$ cat src/rtl/lp_entry_gate.sv
module lp_entry_gate #(
  parameter int ADDR_W = 4,
  parameter int DATA_W = 16,
  parameter logic [ADDR_W-1:0] CTRL_ADDR = '0
) (
  input  logic              clk,
  input  logic              rst_n,
  input  logic              reg_wr,
  input  logic [ADDR_W-1:0] reg_addr,
  input  logic [DATA_W-1:0] reg_wdata,
  output logic [DATA_W-1:0] reg_rdata,
  input  logic              stop_req,
  input  logic              wait_req,
  output logic              stop_go,
  output logic              wait_go
);

  localparam int FLD_W = 2;
  localparam int STOP_LSB = 2;
  localparam int WAIT_LSB = 0;

  logic [FLD_W-1:0] stop_f, wait_f;
  logic             hit;

  assign hit = reg_wr && (reg_addr == CTRL_ADDR);

  always_ff @(posedge clk) begin
    if (!rst_n) begin
      stop_f <= '0;
      wait_f <= '0;
    end else if (hit) begin
      if (!stop_f[1]) stop_f <= reg_wdata[STOP_LSB +: FLD_W];
      if (!wait_f[1]) wait_f <= reg_wdata[WAIT_LSB +: FLD_W];
    end
  end

  always_ff @(posedge clk) begin
    if (!rst_n) begin
      stop_go <= 1'b0;
      wait_go <= 1'b0;
    end else begin
      stop_go <= stop_req && !stop_f[0];
      wait_go <= wait_req && !wait_f[0];
    end
  end

  always_comb begin
    reg_rdata = '0;
    if (reg_addr == CTRL_ADDR) begin
      reg_rdata[STOP_LSB +: FLD_W] = stop_f;
      reg_rdata[WAIT_LSB +: FLD_W] = wait_f;
    end
  end

  assert_reset_clear_R1: assert property (@(posedge clk)
    !rst_n |=> (stop_f == '0 && wait_f == '0 && !stop_go && !wait_go));

  assert_stop_cause_R3: assert property (@(posedge clk) disable iff (!rst_n)
    stop_go |-> $past(stop_req));

  assert_stop_block_R4: assert property (@(posedge clk) disable iff (!rst_n)
    (stop_req && stop_f[0]) |=> !stop_go);

  assert_wait_cause_R5: assert property (@(posedge clk) disable iff (!rst_n)
    wait_go |-> $past(wait_req));

  assert_stop_lock_R6: assert property (@(posedge clk) disable iff (!rst_n)
    stop_f[1] |=> $stable(stop_f));

  assert_wait_lock_R7: assert property (@(posedge clk) disable iff (!rst_n)
    wait_f[1] |=> $stable(wait_f));

  assert_foreign_addr_R8: assert property (@(posedge clk) disable iff (!rst_n)
    !hit |=> ($stable(stop_f) && $stable(wait_f)));

endmodule

$ cat config.mk
export PLATFORM = sky130hd
export DESIGN_NAME = lp_entry_gate
export DESIGN_NICKNAME = d
export VERILOG_FILES = /design/src/rtl/lp_entry_gate.sv
export SDC_FILE = /design/constraint.sdc
export NUM_CORES = 1
export LEC_CHECK = 0
export BUFFER_PORTS_ARGS = -buffer_cell sky130_fd_sc_hd__buf_4
export CORE_AREA = 5 5 42 44
export DETAILED_ROUTE_END_ITERATION = 16
export DIE_AREA = 0 0 47 49
export PLACE_DENSITY = 0.75
export REMOVE_ABC_BUFFERS = 1
export SYNTH_ARGS = -nofsm -noshare
export SYNTH_HDL_FRONTEND = slang
export SYNTH_SLANG_ARGS = --single-unit
$ cat constraint.sdc
create_clock -name clk -period 1.82 [get_ports clk]
set_input_delay 0.091 -clock clk [delete_from_list [all_inputs] [get_ports clk]]
set_output_delay 0.091 -clock clk [all_outputs]
set_load 0.02 [all_outputs]
==> impl_results.md, run 1 <==
- Status: finished, final reports clean
- Worst hold start: wait_req
- R2r startpoint: stop_f[1]
- Vias in the first global route: 274
- Worst r2r path cells: 2
- PD cells: 666.8 mW/mm^2
- Worst r2r dst: stop_f[0]
- Nets: 87
- Yosys warnings: 0
- Syn Inst Count: 40
- Post-synthesis compound-gate area fraction: 3.521%
- Die Footprint: 0.002303 mm^2
- Final Cycle Share: 58.85%
- Seq cells post-synth: 6
- Final setup skew: roughly 0.0012 ns
- Post-Route Setup TNS: 0 ns
- Post-synthesis mux area share: 5.634%
- Top cell type's share of synthesized area: about a third
- Final slew viol count: 0
- Syn_area_per_cell: 8.884 um^2
- Max-cap violations: 0
- RSZ-0062 raised after global routing: false
- Worst Hold End: wait_go
- Fmax: 933.7 MHz
- Largest net degree at the start of global routing: 9
- # Post-CTS Setup Buffers: 0
- Area after DPL: 461.7 um^2
- Hold Fails Final Rpt: 0
- Initial DRC Count: 2
- CTS clk-pin slew, worst paths: 0.05 ns
- Register-to-register setup slack: 1.08 ns
- Hold crit path type: input port to flop
- Synth-to-Final Area Change: 36.27%
- DRC violations left: 0
- Worst setup SP type: input port
- Die height: 49 um
- Post-synthesis cell type count: 11
- Drt wl/cell: 9.250 um
- LEAKAGE: 0.2501 nW
- PortBufs: 18
- Cell count of the worst hold path: 3
- GPL Wtd Cong: approximately 0.63
- H-tree depth: 1
- Register area: 120.1 um^2
- GRT Residual Overflow: 0
- First-pass GRT wire length: 1.048 mm
- Area occupied by multi-input gates: 186.4 um^2
- Post-CTS sizing: 0
- Ant. Diodes: 0
- Std cell rows: 14
- Register area share after synthesis: 33.80%
- Fraction of layout cells with a size suffix above 1: 43.33%
- Core area: 0.001401 mm^2
- GRT Resource Usage Total: under 10%
- Initial core utilization: 25.36%
- Ranking of synthesized cells by area: dfxtp_1 34%, buf_4 25%, and2_2 8.5%
- Drt pass-1 iters: 2
- CTS tree: done
- # IOs: 43
- CP required: between 1.5 and 2 ns
- Chip Width: 47 um
- Post-DRT Antenna Nets: 0
- CP Max Fanout: 8
- Fin crit period: roughly 1.1 ns
- Worst setup EP type: output port
- Peak VDD IR: 0.1639 mV
- Fillers: 160
- Routed via count: around 300
- Final setup fails: 0
- Via/cell ratio: 3.934
- CTS buffer count: 3
- Crit Path Class: input port to output port
- CTS max path bufs: 2
- CTS Hold Bufs: 0
- Initial antenna violation count: 0
- Post-Synth XOR/XNOR Area: 0%
- Sink Count: 6
- Mapped Area: 355.3 um^2
- Finished Cell Area: 484.2 um^2
- Main combinational cell family by area after synthesis: simple AND/OR/NAND/NOR gates
- Yosys top cell by area: dfxtp_1
- Detailed-route wire length: 703 um
- Clock root cell: clkbuf_4
- Clk_lat worst skew: 0.24 ns
- Post-Synth Adder-Cell Area: 0%
- Worst Path Arrival: 0.98 ns
- Synth Area in Simple Gates: 30.63%
-- flip-flops by register name (all words and copies together) (netlist names) --
register and count:
stop_f 2, stop_go 1, wait_f 2, wait_go 1
-- kinds of logic (layout without fill, tap and decap cells) --
| family | count (synthesis) | after routing |
|---|---|---|
| and+or+nand+nor | 17 | 17 |
| buffers and inverters | 12 | 21 |
| other | 1 | 12 |
| muxes | 2 | 2 |
| DFF | 6 | 6 |
| AOI/OAI and AO/OA | 2 | 2 |
-- worst max-delay path: stages --
cell and delay (ns):
buf_4 0.12, nor4_4 0.43, and2_2 0.21, buf_4 0.13
-- cells in the final DEF (no fill, tap or decap) --
| cell type | n |
|---|---|
| a31oi_1 | 2 |
| and2_2 | 4 |
| buf_4 | 18 |
| clkbuf_4 | 3 |
| conb_1 | 12 |
| dfxtp_1 | 6 |
| mux2i_1 | 2 |
| nand2_1 | 6 |
| nand3b_1 | 2 |
| nor2_1 | 2 |
| nor2b_1 | 2 |
| nor4_4 | 1 |
-- where the power goes --
group,switching (mW),internal [mW]
logic,0.0382,0.0239
registers,0.00117,0.135
clock network,0.0495,0.0747
-- per-layer routing --
metal / track usage (%) / up-vias / wire, um
li1: - / 145 / -
met1: 5.934 / 137 / 223
met2: 10.18 / 17 / 388
met3: 1.476 / 0 / 91
met4: 8.295 / 0 / 0
met5: 0 / - / 0
-- cell usage after synthesis, drive strengths merged --
cell,number
buf,12
dfxtp,6
nand2,6
and2,4
a31oi,2
mux2i,2
nand3b,2
nor2,2
nor2b,2
conb,1
nor4,1
-- final cells by class --
class / count / share of cell area [%]
clock buffer: 3 / 4.651
multi-input combinational: 33 / 38.50
sequential: 6 / 24.81
tap: 16 / 4.134
timing repair buffer: 18 / 27.91
-- through the flow --
step	setup WS [ns]	power (mW)	hold WS, ns	instances	util, %
detailed placement	0.7438	0.2008	0.3123	73	32.95
finish	0.7490	0.3229	0.05744	76	34.55
CTS	0.7422	0.3248	0.05637	76	34.55
global placement	0.7366	0.2000	0.3051	73	32.95
floorplan	1.003	0.1709	0.2048	39	-
global route	0.6366	0.3369	0.05634	76	34.55
-- how the worst max path moves through the flow --
| stage | startpoint | to | slack, ns | cells past startpoint |
|---|---|---|---|---|
| final | reg_addr[1] | reg_rdata[1] | 0.75 | 4 |
| after CTS | reg_addr[1] | reg_rdata[1] | 0.74 | 4 |
| after global routing | reg_addr[1] | reg_rdata[2] | 0.64 | 4 |
| after floorplan | reg_addr[1] | stop_f[0] | 1.00 | 3 |
| after detailed placement | reg_addr[1] | reg_rdata[2] | 0.74 | 4 |
| after global placement | reg_addr[1] | reg_rdata[2] | 0.74 | 4 |
No activity file was read; power rests on OpenSTA's default activity.
==> run 2, diff against run 1 <==
CORE_AREA = default   (was 5 5 42 44)
CORE_MARGIN = 5   (was default)
CORE_UTILIZATION = 27   (was default)
DIE_AREA = default   (was 0 0 47 49)
PLACE_DENSITY = 0.78   (was 0.75)
clock period = 0.9 ns   (was 1.82 ns; I/O delays follow)
==> impl_results.md, run 2 (synthesis results as in run 1) <==
- Fin crit period: 0.8736 ns
- Worst Hold End: stop_go
- Peak VDD IR: 0.5526 mV (+240%)
- # IOs: 43 (unchanged)
- LEAKAGE: 0.2864 nW (+14%)
- Worst Path Arrival: 0.83 ns (-0.15 ns)
- Hold Fails Final Rpt: 0 (unchanged)
- Fmax: approximately 1100 MHz
- Drt wl/cell: 9.325 um (+0.81%)
- CTS max path bufs: 2 (unchanged)
- Die Footprint: 0.002141 mm^2 (-7.0%)
- Ant. Diodes: 0 (unchanged)
- Initial antenna violation count: 0 (unchanged)
- Detailed-routed wire length on met3: 103 um (+13%)
- Worst r2r path cells: 3 (+1)
- CTS buffer count: 3 (unchanged)
- Max-cap violations: 0 (unchanged)
- Largest net degree at the start of global routing: 9 (unchanged)
- CTS clk-pin slew, worst paths: 0.05 ns (about the same)
- Hold crit path type: input port to flop
- Vias in the first global route: 256 (-6.6%)
- Clk_lat worst skew: 0.24 ns (about the same)
- Nets: 92 (+5.7%)
- GRT Resource Usage Total: 6.877% (+0.26 points)
- Switching Share: 27.14% (-0.40 points)
- DP HPWL: 597.2 um
- Met1 WL: 235 um (+5.4%)
- Core area: 0.001269 mm^2 (-9.5%)
- Commonest non-fill, non-tap cell in the layout: buf_4
- Worst setup SP type: flop
- Met2 WL: 407 um (+4.9%)
- Final setup skew: 0.0002468 ns (-0.0009375 ns)
- Worst setup EP type: output port
- Initial DRC Count: 1 (-1)
- Largest regs: stop_f: 2 flops, wait_f: 2 flops
- GPL Wtd Cong: 0.6669 (+6.3%)
- Top Metal Used: met3
- PortBufs: 18 (unchanged)
- Die height: 46.28 um (-5.6%)
- CP Max Fanout: 3 (-5)
- DRC violations left: 0 (unchanged)
- Worst hold margin: 0.01483 ns (-0.04261 ns)
- NetSw: 179.2 uW (+100%)
- Initial core utilization: 28.01% (+2.7 points)
- PD cells: 1196 mW/mm^2 (+79%)
- CTS Hold Bufs: 0 (unchanged)
- Cell-internal power: 481.0 uW (+110%)
- H-tree depth: 1 (unchanged)
- Worst r2r dst: stop_f[0]
- Clock share of power: 37.7% (-0.8 points)
- CP required: 0.85 ns (-0.88 ns)
- Comb pwr share: 20.4% (+1.2 points)
- Status: finished, final reports clean
- Commonest non-fill, non-tap cells in the layout: 17 x buf_4, 12 x conb_1, 6 x nand2_1, 6 x buf_6, 4 x and2_4
- Via/cell ratio: 3.850 (-2.1%)
- Worst hold start: stop_req
- Routed via count: 308 (+3.0%)
- GRT Residual Overflow: 0 (unchanged)
- Sink Count: 6 (unchanged)
- Clock root cell: clkbuf_4
- Synth-to-Final Area Change: 55.28%
- Detailed-route wire length: 746 um (+6.1%)
- Flop pwr share: 41.8% (-0.5 points)
- Post-DRT Antenna Nets: 0 (unchanged)
- Std cell rows: 13 (-1)
- CTS tree: done
- Crit Path Class: flop to output port
- Fillers: 138 (-14%)
- Register-to-register setup slack: 0.08 ns (-1.00 ns)
- Drt pass-1 iters: 2 (unchanged)
- Chip Width: 46.28 um (-1.5%)
- Final slew viol count: 0 (unchanged)
- Final Cycle Share: 97.06%
- Fraction of layout cells with a size suffix above 1: 52.31% (+9.0 points)
- Final setup fails: 0 (unchanged)
- Final Util: 43.49% (+8.9 points)
- Cell count of the worst hold path: 3 (unchanged)
- R2r startpoint: stop_f[1]
- First-pass GRT wire length: 952 um (-9.2%)
run 2: area by class of cell:
type                       instances  area [um^2]  share of cell area, %
tap                               15        18.77                  3.401
timing repair buffer              23        195.2                  35.37
multi-input combinational         33        191.4                  34.69
clock buffer                       3        22.52                  4.082
sequential                         6        123.9                  22.45
run 2: worst max-delay path, cell delays in order, from the launching register on:
cell,delay (ns)
dfxtp_1,0.34
and2_4,0.14
buf_6,0.11
run 2: worst max-delay path by stage:
stage                     slack [ns]   startpoint           end
after floorplan                 0.13  reg_addr[1]     stop_f[0]
after global placement         -0.03  reg_addr[1]     wait_f[0]
after detailed placement       -0.04  reg_addr[1]     wait_f[0]
after CTS                    -0.0009    wait_f[1]  reg_rdata[1]
after global routing          -0.003    wait_f[0]  reg_rdata[0]
final                           0.03    wait_f[1]  reg_rdata[1]
run 2: metrics by stage:
| step | instance area [um^2] | cells | setup slack, ns | total power [mW] | setup TNS, ns |
|---|---|---|---|---|---|
| after global placement | 467.9 | 73 | -0.02773 | 0.4060 | -0.04950 |
| after detailed placement | 467.9 | 73 | -0.04057 | 0.4075 | -0.1259 |
| after CTS | 539.3 | 80 | -0.0008768 | 0.6726 | -0.001608 |
| final | 551.8 | 80 | 0.02645 | 0.6602 | 0 |
| after global routing | 551.8 | 80 | -0.002504 | 0.6983 | -0.002504 |
| after floorplan | 306.5 | 39 | 0.1292 | 0.3457 | 0 |
run 2: power groups by stage:
stage | sequential, mW | clock (mW) | combinational [mW]
after floorplan | 0.287 | 0 | 0.0584
after global placement | 0.281 | 0 | 0.125
after detailed placement | 0.281 | 0 | 0.126
after CTS | 0.276 | 0.266 | 0.131
after global routing | 0.276 | 0.276 | 0.145
final | 0.276 | 0.249 | 0.135
run 2: layer usage:
metal	up-vias	global-route usage, %
met3	0	3.906
met5	-	0
met1	135	5.530
met4	0	6.818
met2	16	11.26
li1	157	-
run 2: what timing repair did:
item                       4_1_cts  5_1_grt
setup buffers                    4        0
gates resized for setup          7        6
setup endpoints to repair        4        4
pin swaps                        0        2
gates cloned                     0        0
==> run 3, diff against run 2 <==
PLACE_DENSITY = 0.71   (was 0.78)
==> impl_results.md, run 3 (synthesis results as in run 1) <==
- Fmax: 1143 MHz (-0.14%)
- Final Util: 43.59% (+0.099 points)
- Register-to-register setup slack: 0.07 ns (about the same)
- Std cell rows: 13 (unchanged)
- CTS max path bufs: 2 (unchanged)
- Crit path buf inv count: 1 (unchanged)
- CTS tree: done
- Worst path slowest cell: dfxtp_2
- Via/cell ratio: 3.925 (+1.9%)
- Clock root cell: clkbuf_4
- Initial core utilization: 28.01% (unchanged)
- Largest regs: stop_f: 2 flops, wait_f: 2 flops
- GPL Wtd Cong: 0.6773 (+1.6%)
- CTS Hold Bufs: 0 (unchanged)
- Crit-path max cell delay: 0.32 ns (-0.02 ns)
- Routed via count: 314 (+1.9%)
- Register area: 125.1 um^2 (+1.0%)
- Final setup fails: 0 (unchanged)
- Hold crit path type: input port to flop
- Final Power: 652.4 uW (-1.2%)
- DRC violations left: 0 (unchanged)
- PortBufs: 18 (unchanged)
- Chip Width: 46.28 um (unchanged)
- Cell count of the worst hold path: 3 (unchanged)
- Area after DPL: 467.9 um^2 (unchanged)
- Worst r2r path cells: 3 (unchanged)
- Initial antenna violation count: 0 (unchanged)
- Hold Fails Final Rpt: 0 (unchanged)
- Synth-to-Final Area Change: 55.63%
- CP required: 0.85 ns (about the same)
- Finished Cell Area: 553.0 um^2 (+0.23%)
- Worst hold start: wait_req
- Largest net degree at the start of global routing: 9 (unchanged)
- R2r startpoint: wait_f[1]
- Crit Path Class: flop to output port
- CP Max Fanout: 3 (unchanged)
- Fillers: 130 (-5.8%)
- Die height: 46.28 um (unchanged)
- # IOs: 43 (unchanged)
- Worst setup EP type: output port
- Nets: 92 (unchanged)
- Post-DRT Antenna Nets: 0 (unchanged)
- Vias in the first global route: 297 (+16%)
- Fraction of layout cells with a size suffix above 1: 53.85% (+1.5 points)
- GRT Resource Usage Total: 7.132% (+0.25 points)
- PnR worst setup slack: 0.02524 ns (-0.001212 ns)
- DP HPWL: 577.9 um (-3.2%)
- Post-Route Setup TNS: 0 ns (unchanged)
- PD cells: 1180 mW/mm^2 (-1.4%)
- Peak VDD IR: 0.5189 mV (-6.1%)
- Drt pass-1 iters: 4 (+2)
- Clk_lat worst skew: 0.24 ns (about the same)
- CTS buffer count: 3 (unchanged)
- Final setup skew: 0.00005235 ns (-0.0001945 ns)
- Max-cap violations: 0 (unchanged)
- Final slew viol count: 0 (unchanged)
- Core area: 0.001269 mm^2 (unchanged)
- Detailed-route wire length: 746 um (unchanged)
- Area occupied by multi-input gates: 191.4 um^2 (unchanged)
- Commonest non-fill, non-tap cells in the layout: 17 x buf_4, 12 x conb_1, 6 x nand2_1, 6 x buf_6
- Sink Count: 6 (unchanged)
- Worst-path cell chain: and2_4, buf_6
- Dpl ws: -0.03793 ns (+0.002641 ns)
- Worst hold margin: 0.02079 ns (+0.005962 ns)
- Die Footprint: 0.002141 mm^2 (unchanged)
- Commonest non-fill, non-tap cell in the layout: buf_4
- GRT Residual Overflow: 0 (unchanged)
- RSZ-0062 raised after global routing: true
- Worst r2r dst: wait_f[0]
- Fin crit period: 0.8748 ns (+0.001212 ns)
- Worst setup SP type: flop
- Status: finished, final reports clean
- CTS clk-pin slew, worst paths: 0.04 ns (about the same)
- Initial DRC Count: 4 (+3)
- Fin cells: 80 (unchanged)
- Final Cycle Share: 97.20% (+0.13 points)
- Worst Hold End: wait_go
- Worst Path Arrival: 0.83 ns (about the same)
- LEAKAGE: 0.2868 nW (+0.16%)
- Drt wl/cell: 9.325 um (unchanged)
- First-pass GRT wire length: 1.041 mm (+9.3%)
- H-tree depth: 1 (unchanged)
- Ant. Diodes: 0 (unchanged)
- Total placed cells including tap cells: 73 (unchanged)
- Cell family with most CP delay: flip-flops
-- run 3: timing repair --
action / in CTS / in global routing
endpoints found under the hold margin: 0 / 0
gates resized for setup: 8 / 6
setup buffers: 3 / 1
setup endpoints to repair: 4 / 4
pin swaps: 0 / 5
-- run 3: worst max path at each step --
| stage | slack, ns | cells past startpoint | from | endpoint |
|---|---|---|---|---|
| finish | 0.03 | 2 | wait_f[0] | reg_rdata[0] |
| global route | -0.02 | 2 | wait_f[0] | reg_rdata[0] |
| CTS | 0.003 | 2 | stop_f[0] | reg_rdata[2] |
| detailed placement | -0.04 | 5 | reg_addr[1] | stop_f[0] |
| global placement | -0.03 | 5 | reg_addr[1] | wait_f[0] |
| floorplan | 0.13 | 3 | reg_addr[1] | stop_f[0] |
-- run 3: routing by layer --
metal	global-route usage (%)	wire length, um
met4	1.705	0
met1	5.104	229
met2	12.91	389
met5	0	0
met3	7.031	127
-- run 3: where the power goes --
| group | total [mW] | switching (mW) | internal (mW) |
|---|---|---|---|
| sequential | 0.277 | 0.00241 | 0.274 |
| combinational | 0.136 | 0.0788 | 0.0569 |
| clock | 0.240 | 0.0897 | 0.150 |
| total | 0.652 | 0.171 | 0.482 |
-- run 3: worst min-delay path: cells and delay by family --
kind | cells | cell delay (ns)
buffers and inverters | 1 | 0.08
and+or+nand+nor | 2 | 0.10
-- run 3: cell type report --
class                   instances  share of cell area (%)
repair buffers                 23                   35.29
well taps                      15                   3.394
clock buffers                   3                   4.072
multi-input cells              33                   34.62
flip-flops and latches          6                   22.62
